--- config.mk ---
export PLATFORM = sky130hd
export DESIGN_NAME = mem_req_arbiter
export DESIGN_NICKNAME = d
export VERILOG_FILES = /design/src/rtl/mra_pkg.sv /design/src/rtl/mra_pick.sv /design/src/rtl/mra_age.sv /design/src/rtl/mem_req_arbiter.sv
export SDC_FILE = /design/constraint.sdc
export NUM_CORES = 1
export LEC_CHECK = 0
export BUFFER_PORTS_ARGS = -buffer_cell sky130_fd_sc_hd__buf_4
export CORE_AREA = 2 2 79 81
export DETAILED_ROUTE_END_ITERATION = 10
export DIE_AREA = 0 0 81 83
export HOLD_SLACK_MARGIN = 0.1
export PLACE_DENSITY_LB_ADDON = 0.05
export RECOVER_POWER = 50
export REMOVE_ABC_BUFFERS = 1
export SYNTH_ARGS = -nofsm -noshare
export SYNTH_HDL_FRONTEND = slang
export SYNTH_SLANG_ARGS = --single-unit
--- constraint.sdc ---
create_clock -name clk -period 5.5 [get_ports clk]
set_input_delay 0.275 -clock clk [delete_from_list [all_inputs] [get_ports clk]]
set_output_delay 0.275 -clock clk [all_outputs]
set_load 0.02 [all_outputs]
--- src/rtl/mra_pkg.sv ---
package mra_pkg;
  localparam int NSRC = 3;
  localparam int SRC_GFX  = 0;
  localparam int SRC_HOST = 1;
  localparam int SRC_IO   = 2;
endpackage

--- src/rtl/mra_pick.sv ---
module mra_pick #(
  parameter bit HOST_FIRST = 1'b0
) (
  input  logic [mra_pkg::NSRC-1:0] req,
  input  logic                     io_urgent,
  output logic [mra_pkg::NSRC-1:0] win
);
  import mra_pkg::*;
  localparam int FIRST  = HOST_FIRST ? SRC_HOST : SRC_GFX;
  localparam int SECOND = HOST_FIRST ? SRC_GFX  : SRC_HOST;

  always_comb begin
    win = '0;
    if (io_urgent && req[SRC_IO]) win[SRC_IO] = 1'b1;
    else if (req[FIRST])          win[FIRST]  = 1'b1;
    else if (req[SECOND])         win[SECOND] = 1'b1;
    else if (req[SRC_IO])         win[SRC_IO] = 1'b1;
  end
endmodule

--- src/rtl/mra_age.sv ---
module mra_age #(
  parameter int PROMO = 16,
  localparam int AGE_W = $clog2(PROMO + 1)
) (
  input  logic clk,
  input  logic rst,
  input  logic pending,
  input  logic clear,
  output logic promote
);
  logic [AGE_W-1:0] age_q;

  always_ff @(posedge clk) begin
    if (rst || !pending || clear) age_q <= '0;
    else if (age_q != AGE_W'(PROMO)) age_q <= age_q + 1'b1;
  end

  assign promote = (age_q == AGE_W'(PROMO));
endmodule

--- src/rtl/mem_req_arbiter.sv ---
module mem_req_arbiter #(
  parameter int AW         = 32,
  parameter int LAT_LIMIT  = 1000,
  parameter int GUARD      = 50,
  parameter bit HOST_FIRST = 1'b0
) (
  input  logic          clk,
  input  logic          rst,
  input  logic          gfx_req,
  input  logic [AW-1:0] gfx_addr,
  input  logic          gfx_we,
  input  logic          host_req,
  input  logic [AW-1:0] host_addr,
  input  logic          host_we,
  input  logic          io_req,
  input  logic [AW-1:0] io_addr,
  input  logic          io_we,
  input  logic          io_iso,
  input  logic          cq_full,
  output logic [2:0]    gnt,
  output logic          cmd_valid,
  output logic [AW-1:0] cmd_addr,
  output logic          cmd_we
);
  import mra_pkg::*;
  localparam int PROMO = (LAT_LIMIT > GUARD) ? LAT_LIMIT - GUARD : 1;

  logic [NSRC-1:0] req, win, gnt_q, gnt_d;
  logic            owner_busy, arb_go, aged, io_urgent;

  assign req        = {io_req, host_req, gfx_req};
  assign owner_busy = |(gnt_q & req);
  assign arb_go     = !owner_busy && !cq_full;
  assign io_urgent  = io_iso || aged;
  assign gnt_d      = owner_busy ? gnt_q : (arb_go ? win : '0);

  mra_pick #(.HOST_FIRST(HOST_FIRST)) u_pick (
    .req(req), .io_urgent(io_urgent), .win(win)
  );

  mra_age #(.PROMO(PROMO)) u_age (
    .clk(clk), .rst(rst), .pending(io_req),
    .clear(gnt_d[SRC_IO]), .promote(aged)
  );

  always_ff @(posedge clk) begin
    if (rst) begin
      gnt_q     <= '0;
      cmd_valid <= 1'b0;
      cmd_addr  <= '0;
      cmd_we    <= 1'b0;
    end else begin
      gnt_q     <= gnt_d;
      cmd_valid <= arb_go && (|win);
      if (arb_go && (|win)) begin
        unique case (1'b1)
          win[SRC_GFX]:  begin cmd_addr <= gfx_addr;  cmd_we <= gfx_we;  end
          win[SRC_HOST]: begin cmd_addr <= host_addr; cmd_we <= host_we; end
          default:       begin cmd_addr <= io_addr;   cmd_we <= io_we;   end
        endcase
      end
    end
  end

  assign gnt = gnt_q;
endmodule

==> flow_metrics.env <==
export IMPL_pwr_share_comb_pct=24.9
export IMPL_drt_wl_total_mm=7.94
export IMPL_intPower_uw=602
export IMPL_clock_sinks=47
export IMPL_io_pins=143
export IMPL_start_util_pct=49.4
export IMPL_multiInputGateArea_sq_um=1790
export IMPL_vias_per_cell=5.26
export IMPL_rsz0062_at_grt="false"
export IMPL_fin_cells=559
export IMPL_maxSlewViolCount=104
export IMPL_ys_ff_latch=47
export IMPL_finalCritPeriodShare_pct=68.3
export IMPL_htree_num_levels=2
export IMPL_dr_pass1_iters=4
export IMPL_crit_required_ps=5730
export IMPL_cp_slowest_cell="a222oi_1"
export IMPL_critPathCaptureType="flop"
export IMPL_p_sw_share_pct=30.3
export IMPL_synthCells=362
export IMPL_cts_tree="yes"
export IMPL_gp_congestion=0.866
export IMPL_violations="capacitance limit, slew limit"
export IMPL_drcViolationCount=0
export IMPL_syn_to_final_growth_pct=35.3
export IMPL_ys_seq_area_share_pct=32.7
export IMPL_tightest_slew_ps=2340
export IMPL_wl_per_cell_microns=14.2
export IMPL_clkTransAtPathRegs_ps=100
export IMPL_power_density_nw_per_um2=222
export IMPL_dpl_cell_count=551
export IMPL_worst_slack_ps=1740
export IMPL_synth_cell_types=35
export IMPL_max_cap_violations=2
export IMPL_period_needed_ps=3760
export IMPL_outcome="finished, violations left"
export IMPL_cts_made_buffers=5
export IMPL_syn_cell_area_sq_um=2870
export IMPL_holdCritPathClass="input pin to flop"
export IMPL_cts_resized=0
export IMPL_grt_pass1_wl_mm=12.8
export IMPL_fin_nets=591
export IMPL_slowest_delay_ps=1190
export IMPL_grt_max_degree=68
export IMPL_fillers=549
export IMPL_antenna_cells=0
export IMPL_path_max_fanout=67
export IMPL_yosysWarnings=0
export IMPL_cp_start_kind="input pin"
export IMPL_finClkSkew_ps=12.7
export IMPL_first_iter_violations=99
export IMPL_dr_total_vias=2942
export IMPL_grt_pass1_vias=2760
export IMPL_postCtsSetupBuffers=0
export IMPL_grt_ovfl_total=0
export IMPL_slew_headroom_pct=-56.3
export IMPL_synthFlopType="dfxtp_1"
export IMPL_pwr_share_seq_pct=43.5
export IMPL_core_area_sq_um=5820
export IMPL_cts_root_buf="clkbuf_8"
export IMPL_final_common_cell="nand2_1"
export IMPL_place_ws_ps=2310
export IMPL_die_area_sq_um=6720
export IMPL_regArea_sq_um=941
export IMPL_final_cell_mix="nand2_1, buf_4, dfxtp_1, clkbuf_1"
export IMPL_setup_viol=0
export IMPL_hpwl_mm=5.69
export IMPL_row_count=28
export IMPL_die_h_microns=83
export IMPL_avgSynthCellArea_sq_um=7.94
export IMPL_worstPathCellList="clkbuf_1 > a222oi_1 > and3_2 > buf_4 > nand3_1 > o211ai_1"
export IMPL_fmax_mhz=266
export IMPL_antenna_found_initial=0
export IMPL_p_switching_uw=262
export IMPL_io_buffers=142
export IMPL_p_leak_nw=1.65
export IMPL_drive_gt1_share_pct=36.6
export IMPL_clockPowerShare_pct=31.6
export IMPL_tns_ps=0
export IMPL_cp_arrival_ps=3980
export IMPL_cts_path_max_buffers=2
export IMPL_final_hold_violation_count=0
export IMPL_criticalPathCategory="input pin to flop"
export IMPL_vdd_drop_max_v=0.000122
export IMPL_worstSkewPairLatency_ps=310
export IMPL_r2r_setup_slack_ps=2080
export IMPL_async_reset_ff_share_pct=0
export IMPL_hold_slack_ps=180
export IMPL_grt_usage_pct=23.5
export IMPL_die_width_microns=81
export IMPL_cts_hold_buf=0
export IMPL_synth_edf_count=0
export IMPL_antenna_left=0
==> critical path: cells and delay by family <==
kind,cells,cell delay [ps]
AOI/OAI and AO/OA,2,1380
buffers and inverters,2,1350
and+or+nand+nor,2,950
==> state kept, by name, indices dropped and copies added, names as in the netlist <==
| signal | flops |
|---|---|
| cmd_we | 1 |
| u_age.age_q | 10 |
| gnt | 3 |
| cmd_addr | 32 |
| cmd_valid | 1 |
==> cells by family after synthesis <==
family,Yosys count,synth area share (%)
and+or+nand+nor,197,35.1
xor gates and xnor gates,9,2.74
AOI/OAI and AO/OA,75,22.5
buffers and inverters,32,6.09
adders and majority gates,2,0.871
DFF,47,32.7
==> Yosys cell counts, types with 2 or more instances <==
master | instances | area (sq um)
a21oi_1 | 3 | 15.0
a22o_1 | 4 | 35.0
a31oi_1 | 2 | 12.5
and2_1 | 2 | 12.5
and3_1 | 5 | 31.3
and4_1 | 2 | 17.5
buf_2 | 11 | 55.1
buf_8 | 3 | 45.0
clkbuf_1 | 14 | 52.6
dfxtp_1 | 47 | 941
ha_1 | 2 | 25.0
inv_1 | 2 | 7.51
nand2_1 | 126 | 473
nand2b_1 | 2 | 12.5
nand3_1 | 7 | 35.0
nand3_2 | 29 | 290
nand4_1 | 5 | 31.3
nor2_1 | 4 | 15.0
nor2b_1 | 2 | 12.5
nor3_1 | 9 | 45.0
o211ai_1 | 4 | 30.0
o211ai_2 | 29 | 363
o21ai_0 | 29 | 145
xor2_1 | 8 | 70.1
==> layer usage <==
layer  global-route usage, %  share of wire, %  up-vias
li1                        -                 -     1492
met1                    28.6                41     1350
met2                    40.1                50       94
met3                    7.61               8.2        6
met4                    4.93              0.79        0
met5                       0                 0        -
==> final timing paths <==
check | from | cells past startpoint | endpoint
setup / recovery | gfx_req | 6 | cmd_addr[4]
hold / removal | rst | 2 | gnt[1]
setup reg to reg | u_age.age_q[0] | 7 | gnt[0]
hold reg to reg | cmd_addr[29] | 2 | cmd_addr[29]
==> layout make-up <==
cell class / count / area share [%]
Timing Repair Buffer: 144 / 24.0
Tap cell: 75 / 2.41
Clock inverter: 2 / 0.901
Multi-Input combinational cell: 283 / 46.1
Inverter: 2 / 0.193
Clock buffer: 6 / 2.12
Sequential cell: 47 / 24.2
==> power groups by stage <==
stage | clock (mW) | combinational [mW] | sequential [mW]
floorplan | 0 | 0.0837 | 0.409
global placement | 0 | 0.230 | 0.383
detailed placement | 0 | 0.234 | 0.383
CTS | 0.273 | 0.234 | 0.376
global route | 0.285 | 0.236 | 0.378
finish | 0.273 | 0.215 | 0.376
==> through the flow <==
step                power [mW]  instance area [sq um]  util (%)
floorplan                0.492                   2710         -
global placement         0.613                   3920      67.3
detailed placement       0.617                   3920      67.3
CTS                      0.884                   4030      69.4
global route             0.899                   3890      66.8
finish                   0.864                   3890      66.8
Note: power is estimated with default switching activity, not from simulation.
